$ cat src/rtl/pwr_rst_pkg.sv
package pwr_rst_pkg;

  typedef enum logic [2:0] {
    SEQ_PON_WAIT,
    SEQ_SAG_WAIT,
    SEQ_SETTLE,
    SEQ_XTAL,
    SEQ_ACTIVE
  } seq_state_e;

  typedef enum logic [1:0] {
    OSC_LOWPWR = 2'd0,
    OSC_STD    = 2'd1,
    OSC_FAST   = 2'd2,
    OSC_EXTCLK = 2'd3
  } osc_mode_e;

  function automatic logic mode_needs_xtal(logic [1:0] mode);
    return mode != OSC_EXTCLK;
  endfunction

endpackage

$ cat src/rtl/pwr_rst_sync.sv
module pwr_rst_sync #(
  parameter int unsigned WIDTH  = 1,
  parameter int unsigned STAGES = 2
) (
  input  logic             clk_i,
  input  logic             rst_ni,
  input  logic [WIDTH-1:0] d_i,
  output logic [WIDTH-1:0] q_o
);
  logic [STAGES-1:0][WIDTH-1:0] pipe_q;

  always_ff @(posedge clk_i or negedge rst_ni) begin
    if (!rst_ni) pipe_q <= '0;
    else         pipe_q <= {pipe_q[STAGES-2:0], d_i};
  end

  assign q_o = pipe_q[STAGES-1];
endmodule

$ cat src/rtl/pwr_rst_tick_cnt.sv
module pwr_rst_tick_cnt #(
  parameter int unsigned LIMIT = 4
) (
  input  logic clk_i,
  input  logic rst_ni,
  input  logic en_i,
  input  logic tick_i,
  output logic done_o
);
  localparam int unsigned CW = (LIMIT > 1) ? $clog2(LIMIT) : 1;
  localparam logic [CW-1:0] LAST = CW'(LIMIT - 1);

  logic [CW-1:0] cnt_q;
  logic          at_last;

  assign at_last = (cnt_q == LAST);
  assign done_o  = en_i && tick_i && at_last;

  // cleared whenever disabled, so every entry starts from zero
  always_ff @(posedge clk_i or negedge rst_ni) begin
    if (!rst_ni)      cnt_q <= '0;
    else if (!en_i)   cnt_q <= '0;
    else if (tick_i)  cnt_q <= at_last ? '0 : cnt_q + 1'b1;
  end


  hold_without_tick_chk: assert property (@(posedge clk_i) disable iff (!rst_ni)
    (en_i && !tick_i) ##1 en_i |-> $stable(cnt_q));

endmodule

$ cat src/rtl/pwr_rst_seq.sv
module pwr_rst_seq
  import pwr_rst_pkg::*;
#(
  parameter int unsigned PWRT_TICKS = 2304,
  parameter int unsigned OST_CYCLES = 1024,
  parameter int unsigned BOR_TICKS  = 8
) (
  input  logic       clk_i,
  input  logic       rst_ni,
  input  logic       por_i,
  input  logic       supply_low_i,
  input  logic       wake_i,
  input  logic [1:0] osc_mode_i,
  input  logic       pwrt_en_i,
  input  logic       bor_en_i,
  input  logic       flag_clr_i,
  input  logic       rc_tick_i,
  input  logic       osc_tick_i,
  output logic       chip_rst_o,
  output logic       por_flag_o,
  output logic       bor_flag_o
);
  localparam int unsigned SYNC_W = 2;

  seq_state_e state_q, state_d;
  logic [SYNC_W-1:0] async_in, synced;
  logic low_s, wake_s, wake_prev_q, wake_rise;
  logic settle_done, xtal_done, sag_trip;
  logic xtal_req_q, xtal_req_d;
  logic por_flag_q, bor_flag_q;
  logic sag_entry, xtal_mode;

  assign async_in = {wake_i, supply_low_i};

  pwr_rst_sync #(.WIDTH(SYNC_W), .STAGES(2)) i_sync (
    .clk_i (clk_i),
    .rst_ni(rst_ni),
    .d_i   (async_in),
    .q_o   (synced)
  );

  assign low_s  = synced[0];
  assign wake_s = synced[1];

  always_ff @(posedge clk_i or negedge rst_ni) begin
    if (!rst_ni) wake_prev_q <= 1'b0;
    else         wake_prev_q <= wake_s;
  end
  assign wake_rise = wake_s && !wake_prev_q;

  pwr_rst_tick_cnt #(.LIMIT(BOR_TICKS)) i_sag_filter (
    .clk_i (clk_i),
    .rst_ni(rst_ni),
    .en_i  (bor_en_i && low_s),
    .tick_i(rc_tick_i),
    .done_o(sag_trip)
  );

  pwr_rst_tick_cnt #(.LIMIT(PWRT_TICKS)) i_settle_cnt (
    .clk_i (clk_i),
    .rst_ni(rst_ni),
    .en_i  (state_q == SEQ_SETTLE),
    .tick_i(rc_tick_i),
    .done_o(settle_done)
  );

  pwr_rst_tick_cnt #(.LIMIT(OST_CYCLES)) i_xtal_cnt (
    .clk_i (clk_i),
    .rst_ni(rst_ni),
    .en_i  (state_q == SEQ_XTAL),
    .tick_i(osc_tick_i),
    .done_o(xtal_done)
  );

  assign xtal_mode = mode_needs_xtal(osc_mode_i);
  // a sag during the settling delay bypasses the filter
  assign sag_entry = !por_i && bor_en_i &&
                     (sag_trip || (state_q == SEQ_SETTLE && low_s));

  always_comb begin
    state_d    = state_q;
    xtal_req_d = xtal_req_q;
    if (por_i) begin
      state_d    = SEQ_PON_WAIT;
      xtal_req_d = 1'b1;
    end else if (sag_entry) begin
      state_d    = SEQ_SAG_WAIT;
      xtal_req_d = 1'b0;
    end else begin
      unique case (state_q)
        SEQ_PON_WAIT: state_d = pwrt_en_i ? SEQ_SETTLE : (xtal_mode ? SEQ_XTAL : SEQ_ACTIVE);
        SEQ_SAG_WAIT: if (!low_s) state_d = pwrt_en_i ? SEQ_SETTLE : SEQ_ACTIVE;
        SEQ_SETTLE:   if (settle_done) state_d = (xtal_req_q && xtal_mode) ? SEQ_XTAL : SEQ_ACTIVE;
        SEQ_XTAL:     if (xtal_done) begin
                        state_d    = SEQ_ACTIVE;
                        xtal_req_d = 1'b0;
                      end
        SEQ_ACTIVE:   if (wake_rise && xtal_mode) state_d = SEQ_XTAL;
        default:      state_d = SEQ_PON_WAIT;
      endcase
    end
  end

  always_ff @(posedge clk_i or negedge rst_ni) begin
    if (!rst_ni) begin
      state_q    <= SEQ_PON_WAIT;
      xtal_req_q <= 1'b1;
      por_flag_q <= 1'b1;
      bor_flag_q <= 1'b0;
    end else begin
      state_q    <= state_d;
      xtal_req_q <= xtal_req_d;
      if (por_i) begin
        por_flag_q <= 1'b1;
        bor_flag_q <= 1'b0;
      end else if (sag_entry) begin
        por_flag_q <= 1'b0;
        bor_flag_q <= 1'b1;
      end else if (flag_clr_i) begin
        por_flag_q <= 1'b0;
        bor_flag_q <= 1'b0;
      end
    end
  end

  assign chip_rst_o = (state_q != SEQ_ACTIVE);
  assign por_flag_o = por_flag_q;
  assign bor_flag_o = bor_flag_q;


  por_entry_chk: assert property (@(posedge clk_i) disable iff (!rst_ni)
    por_i |=> state_q == SEQ_PON_WAIT);


  sag_hold_chk: assert property (@(posedge clk_i) disable iff (!rst_ni)
    (state_q == SEQ_SAG_WAIT && low_s && !por_i) |=> state_q == SEQ_SAG_WAIT);


  sag_off_chk: assert property (@(posedge clk_i) disable iff (!rst_ni)
    (!bor_en_i && !por_i && state_q != SEQ_SAG_WAIT) |=> state_q != SEQ_SAG_WAIT);


  flag_excl_chk: assert property (@(posedge clk_i) disable iff (!rst_ni)
    $onehot0({por_flag_q, bor_flag_q}));


  wake_keeps_flags_chk: assert property (@(posedge clk_i) disable iff (!rst_ni)
    (state_q == SEQ_ACTIVE && !por_i && !sag_entry && !flag_clr_i) |=> $stable({por_flag_q, bor_flag_q}));

endmodule

$ cat config.mk
export PLATFORM = sky130hd
export DESIGN_NAME = pwr_rst_seq
export DESIGN_NICKNAME = d
export VERILOG_FILES = /design/src/rtl/pwr_rst_pkg.sv /design/src/rtl/pwr_rst_sync.sv /design/src/rtl/pwr_rst_tick_cnt.sv /design/src/rtl/pwr_rst_seq.sv
export SDC_FILE = /design/constraint.sdc
export NUM_CORES = 1
export LEC_CHECK = 0
export ABC_CLOCK_PERIOD_IN_PS = 2490
export BUFFER_PORTS_ARGS = -buffer_cell sky130_fd_sc_hd__buf_4
export CORE_MARGIN = 4
export CORE_UTILIZATION = 38
export CTS_BUF_LIST = sky130_fd_sc_hd__clkbuf_8 sky130_fd_sc_hd__clkbuf_16
export CTS_CLUSTER_DIAMETER = 150
export DETAILED_ROUTE_END_ITERATION = 10
export GPL_ROUTABILITY_DRIVEN = 0
export PLACE_DENSITY = 0.56
export SLEW_MARGIN = 20
export SYNTH_ARGS = -nofsm -noshare
export SYNTH_HDL_FRONTEND = slang
export SYNTH_HIERARCHICAL = 1
export SYNTH_SLANG_ARGS = --single-unit
$ cat constraint.sdc
create_clock -name clk_i -period 2.49 [get_ports clk_i]
set_clock_uncertainty 0.1 [all_clocks]
set_input_delay 0 -clock clk_i [delete_from_list [all_inputs] [get_ports clk_i]]
set_output_delay 0 -clock clk_i [all_outputs]
set_load 0.03 [all_outputs]
# After elaboration in Yosys (flattened, before gate mapping)
# Cells that the tools add are included.
# Widths: inputs -> output; s select.
[totals]
register_bits = 36
word_cells = 80
in_bits = 12
out_inout_bits = 3
[classes]
mux = 29
n_reduce_logical = 22
n_eq_ne = 16
addsub = 3
[ops]
columns = ["cell", "n"]
rows = [
  ["$mux 3", 13],
  ["$mux 12", 3],
  ["$mux 10", 3],
  ["$ne 4x4->1 const B", 4],
  ["$pmux 3 s5", 1],
  ["$logic_and 1x1->1", 13],
  ["$add 12x1->12 const B", 1],
  ["$eq 12x12->1 const B", 1],
  ["$add 10x1->10 const B", 1],
  ["$eq 10x10->1 const B", 1],
  ["$mux 1", 9],
  ["$reduce_bool 3->1", 3],
  ["$ne 2x2->1 const B", 4],
  ["$eq 3x2->1 const B", 2],
  ["$eq 3x3->1 const B", 2],
  ["$reduce_and 4->1", 1],
  ["$add 3x1->3 const B", 1],
  ["$eq 3x1->1 const B", 1],
  ["$logic_not 3->1", 1],
  ["$ne 3x3->1 const B", 1],
  ["$logic_not 1->1", 2],
  ["$reduce_and 2->1", 1],
  ["$logic_or 1x1->1", 1],
]

# Longest topological paths before layout
[logic_depth]
word_depth = 7
depth_mapped = 9
mapped_depth_nobuf = 8

# Cells and area by module
# Netlist, hierarchy kept.
[modules_own_cells]
columns = ["module", "n_inst", "cells_per_inst", "area_each_um2", "seq_area_each_um2"]
rows = [
  ["pwr_rst_tick_cnt (i_settle_cnt)", 1, 68, 661.9, 300.3],
  ["pwr_rst_tick_cnt (i_xtal_cnt)", 1, 58, 539.3, 250.2],
  ["pwr_rst_seq", 1, 58, 534.3, 177.7],
  ["pwr_rst_tick_cnt (i_sag_filter)", 1, 14, 163.9, 75.1],
  ["pwr_rst_sync", 1, 6, 115.1, 100.1],
]

# Least setup slack after synthesis
# No wires, ideal clock.
[synth_timing]
path_kind = "reg2reg"
from = "register i_xtal_cnt.cnt_q[0]"
to = "register state_q[0]"
arrival_time_ns = 1.691
period_less_slack_ns = 1.895
path_buffers = 1
slack_ns = 0.595
setup_time_ns = 0.104
required_ns = 2.286
stages_incl_launch_ff = 9
cell_sequence = "dfrtp_1 > ha_1 > and4_1 > buf_6 > nand3_1 > nor2_1 > mux2i_1 > and2_1 > o41ai_2"
[synth_between]
elab_chain_cells = 4
[synth_rtl]
columns = ["element", "line_no", "source"]
rows = [
  ["start, declared", "pwr_rst_tick_cnt.sv:13", "logic [CW-1:0] cnt_q;"],
  ["start signal, assigned", "pwr_rst_tick_cnt.sv:23", "else if (tick_i) cnt_q <= at_last ? '0 : cnt_q + 1'b1;"],
  ["$eq 10x10->1", "pwr_rst_tick_cnt.sv:16", "assign at_last = (cnt_q == LAST);"],
  ["$logic_and 1x1->1", "pwr_rst_tick_cnt.sv:17", "assign done_o = en_i && tick_i && at_last;"],
  ["net xtal_done", "pwr_rst_seq.sv:28", "logic settle_done, xtal_done, sag_trip;"],
  ["$ne 4x4->1 (no source line)", "--", ""],
  ["$reduce_and 4->1 (no source line)", "--", ""],
  ["end signal, assigned", "pwr_rst_seq.sv:111", "state_q <= state_d;"],
  ["end, declared", "pwr_rst_seq.sv:25", "seq_state_e state_q, state_d;"],
]
# The timed path passes the listed nets, and every way through them passes these cells.
# A chain may end at the register's enable or synchronous reset.

# Final worst setup path
[layout_timing]
from = "register state_q[1]"
to = "register state_q[0]"
[layout_between]
word_cells_on_any_way = 20
cone_classes = "8 x eq/ne; 3 x mux; 9 x reduce/logical"
[layout_rtl]
columns = ["element", "line_no", "source"]
rows = [
  ["$eq 3x2->1", "pwr_rst_seq.sv:70", ".en_i (state_q == SEQ_XTAL),"],
  ["$logic_and 1x1->1 (2 in a row)", "pwr_rst_tick_cnt.sv:17", ""],
  ["net xtal_done", "pwr_rst_seq.sv:28", ""],
  ["$ne 4x4->1 (no source line)", "--", ""],
  ["$reduce_and 4->1 (no source line)", "--", ""],
]
# The timed path passes the listed nets, and every way through them passes these cells.

==> results.py <==
metrics = {
    "synthesis": {
        "synth-seq-cells": 36,
        "syn-num-nets": 220,
        "ys.warnings.count": 6,
        "ys_seq_area_share_pct": 44.8,
        "synth_edf_count": 0,
        "netlist-cell-type-count": 54,
        "synthesis.area_sq_mm": 0.00201,
        "avgSynthCellArea_sq_um": 9.87,
        "synthFlopType": "dfrtp_1",
        "syn_inst": 204,
        "synthArstFlopShare_pct": 100,
    },
    "final_layout": {
        "antennaDiodeCount": 0,
        "layout_common_cells": "34 x dfrtp_1, 31 x nand2_1, 17 x buf_4",
        "fin_nets": 248,
        "design_area_sq_mm": 0.00236,
        "drive_gt1_share_pct": 18.5,
        "area_growth_pct": 17.2,
        "final_common_cell": "dfrtp_1",
    },
    "die": {
        "die-width_um": 80.8,
        "start_util_pct": 39.4,
        "ioPinCount": 15,
        "placementRows": 26,
        "coreArea_sq_mm": 0.00511,
        "die_area_sq_mm": 0.00653,
        "die_h_um": 80.8,
    },
    "sta": {
        "fin_tns_setup_ns": 0,
        "tightest_slew_ns": 0.504,
        "max_freq_mhz": 467,
        "period_share_pct": 86.0,
        "min_period_ns": 2.14,
        "slew-limit-headroom_pct": 66.3,
        "finalHoldViolations": 0,
        "setup_ws_ns": 0.349,
        "drv_slew": 0,
        "setup_viol": 0,
        "rsz0062_at_grt": "no",
    },
    "power": {
        "powerDensity_mw_per_mm2": 550,
        "power.total_w": 0.00130,
        "ir_drop_mv": 0.242,
        "p_leak_nw": 1.07,
    },
    "grt": {
        "antenna_found_initial": 0,
        "grt_start_max_net_pins": 37,
        "use_met1_pct": 18.1,
        "grtUsageTotal_pct": 13.6,
        "overflow": 0,
        "grt.met3_usage_pct": 3.33,
        "grt_pass1_wl_mm": 6.79,
        "grt.busiest_layer": "met2",
        "use_met2_pct": 20.2,
        "first_global_vias": 1535,
    },
    "run_status": {
        "status": "finished, final reports clean",
    },
    "clock_network": {
        "clk_latency_ns": 0.29,
        "path_clk_slew_ns": 0.07,
        "post_cts_resized": 0,
        "clock-sinks": 36,
        "cts_tree": "built",
        "cts_buffers": 5,
        "h-tree-depth": 2,
        "cts_max_path_buffers": 2,
        "clock-root-buffer": "clkbuf_8",
    },
    "worst_setup_path": {
        "worstSetupStartpointType": "flop",
        "crit_buf_inv": 0,
        "critical_path_class": "reg2reg",
        "crit_arrival_ns": 2.23,
        "critical-path-max-stage-delay_ns": 0.52,
        "slowest_stage": "dfrtp_1",
        "worst_path_most_repeated_cell": "and2_1",
        "cp_top_family": "simple AND/OR/NAND/NOR gates",
        "required_ns": 2.58,
        "crit_chain": "and2b_4, and2_1, nand2_1, nor2_1, mux2i_1, and2_1, o41ai_2",
        "crit_path_max_fanout": 10,
        "end_kind": "flop",
    },
    "placed_design": {
        "hpwl_mm": 2.80,
        "postPlaceCellArea_sq_mm": 0.00218,
        "io_buffers": 14,
        "place_ws_ns": 0.347,
    },
    "drt": {
        "drt_iter0_markers": 89,
        "ant_nets": 0,
        "routed_via_density": 5.28,
        "first_pass_iters": 6,
        "routed_wl_mm": 3.94,
        "vias": 1601,
        "drt_drc_violations_left": 0,
        "post_drt_wl_per_cell_um": 13.0,
    },
    "min_path": {
        "hold_class": "in2reg",
    },
    "job": {
        "maxCapViolations": 0,
    },
}
## per-layer routing
layer,vias to the layer above,wire length [um]
met5,-,0
met4,0,79
met3,7,188
met2,33,1690
met1,758,1980
li1,803,-
## what timing repair did
item                                    CTS  global route
endpoints found under the hold margin    47             0
hold buffers                              9             0
buffers inserted                          0             0
endpoints found under the setup margin    0             0
## cell type report
type	instances	area [sq um]
clock buffer	6	82.6
clock inverter	2	7.51
fill	491	2750
inverter	4	15.0
multi-input combinational	159	1050
sequential	36	903
tap	70	87.6
timing repair buffer	26	218
## flip-flops by register name (all words and copies together), names as in the netlist
name                flops
i_sag_filter/cnt_q      3
state_q                 3
i_settle_cnt/cnt_q     12
wake_prev_q             1
por_flag_o              1
i_xtal_cnt/cnt_q       10
xtal_req_q              1
i_sync/pipe_q           2
i_sync/q_o              2
bor_flag_o              1
## worst min-delay path, cell delays in order
cell and delay, ns:
buf_4 0.12, nand2b_1 0.06, a21o_1 0.12, a311oi_2 0.09
## Yosys cell counts, drive strengths merged (4+ instances only)
cell type | number | area, sq um
dfrtp | 34 | 851
nand2 | 31 | 116
nand3 | 16 | 90.1
and2 | 10 | 62.6
o21ai | 10 | 53.8
a21o | 6 | 45.0
and3 | 6 | 41.3
a21oi | 5 | 32.5
buf | 5 | 48.8
nor2b | 5 | 31.3
nor3 | 5 | 25.0
a31o | 4 | 35.0
a31oi | 4 | 25.0
ha | 4 | 50.1
inv | 4 | 15.0
nand2b | 4 | 25.0
nand4 | 4 | 25.0
nor2 | 4 | 15.0
xnor2 | 4 | 35.0
## through the flow
stage / hold WS [ns] / utilization, % / cells
3_5_place_dp: -0.111 / 42.7 / 286
4_1_cts: 0.0363 / 46.2 / 303
6_report: 0.0521 / 46.2 / 303
5_1_grt: 0.0479 / 46.2 / 303
3_3_place_gp: -0.107 / 42.7 / 286
2_1_floorplan: -0.396 / - / 204
## path summary, 6_finish.rpt
path | from | end | slack [ns] | cells past startpoint
max | state_q[1] | state_q[0] | 0.35 | 7
min | pwrt_en_i | state_q[1] | 0.05 | 4
max reg2reg | state_q[1] | state_q[0] | 0.35 | 7
min reg2reg | i_sync/pipe_q[0] | i_sync/q_o[0] | 0.25 | 0
max in group asynchronous | rst_ni | xtal_req_q | 1.83 | 2
min in group asynchronous | rst_ni | i_sync/pipe_q[1] | 0.11 | 2
## cell families (layout without fill, tap and decap cells)
family	count (synthesis)	after routing	synth area share, %
adders and majority gates	4	4	2.48
muxes	4	4	2.05
buffers and inverters	9	38	3.17
and+or+nand+nor	103	103	28.9
AOI/OAI and AO/OA	42	42	16.0
DFF	36	36	44.8
xor gates and xnor gates	6	6	2.61
## where the power goes
| group | internal [W] | total, W | leakage, nW | switching [W] |
|---|---|---|---|---|
| Combinational | 0.000113 | 0.000232 | 0.531 | 0.000119 |
| Clock | 0.000217 | 0.000417 | 0.0538 | 0.000199 |
| Sequential | 0.000611 | 0.000651 | 0.480 | 0.0000397 |
(Power assumes the default switching activity.)
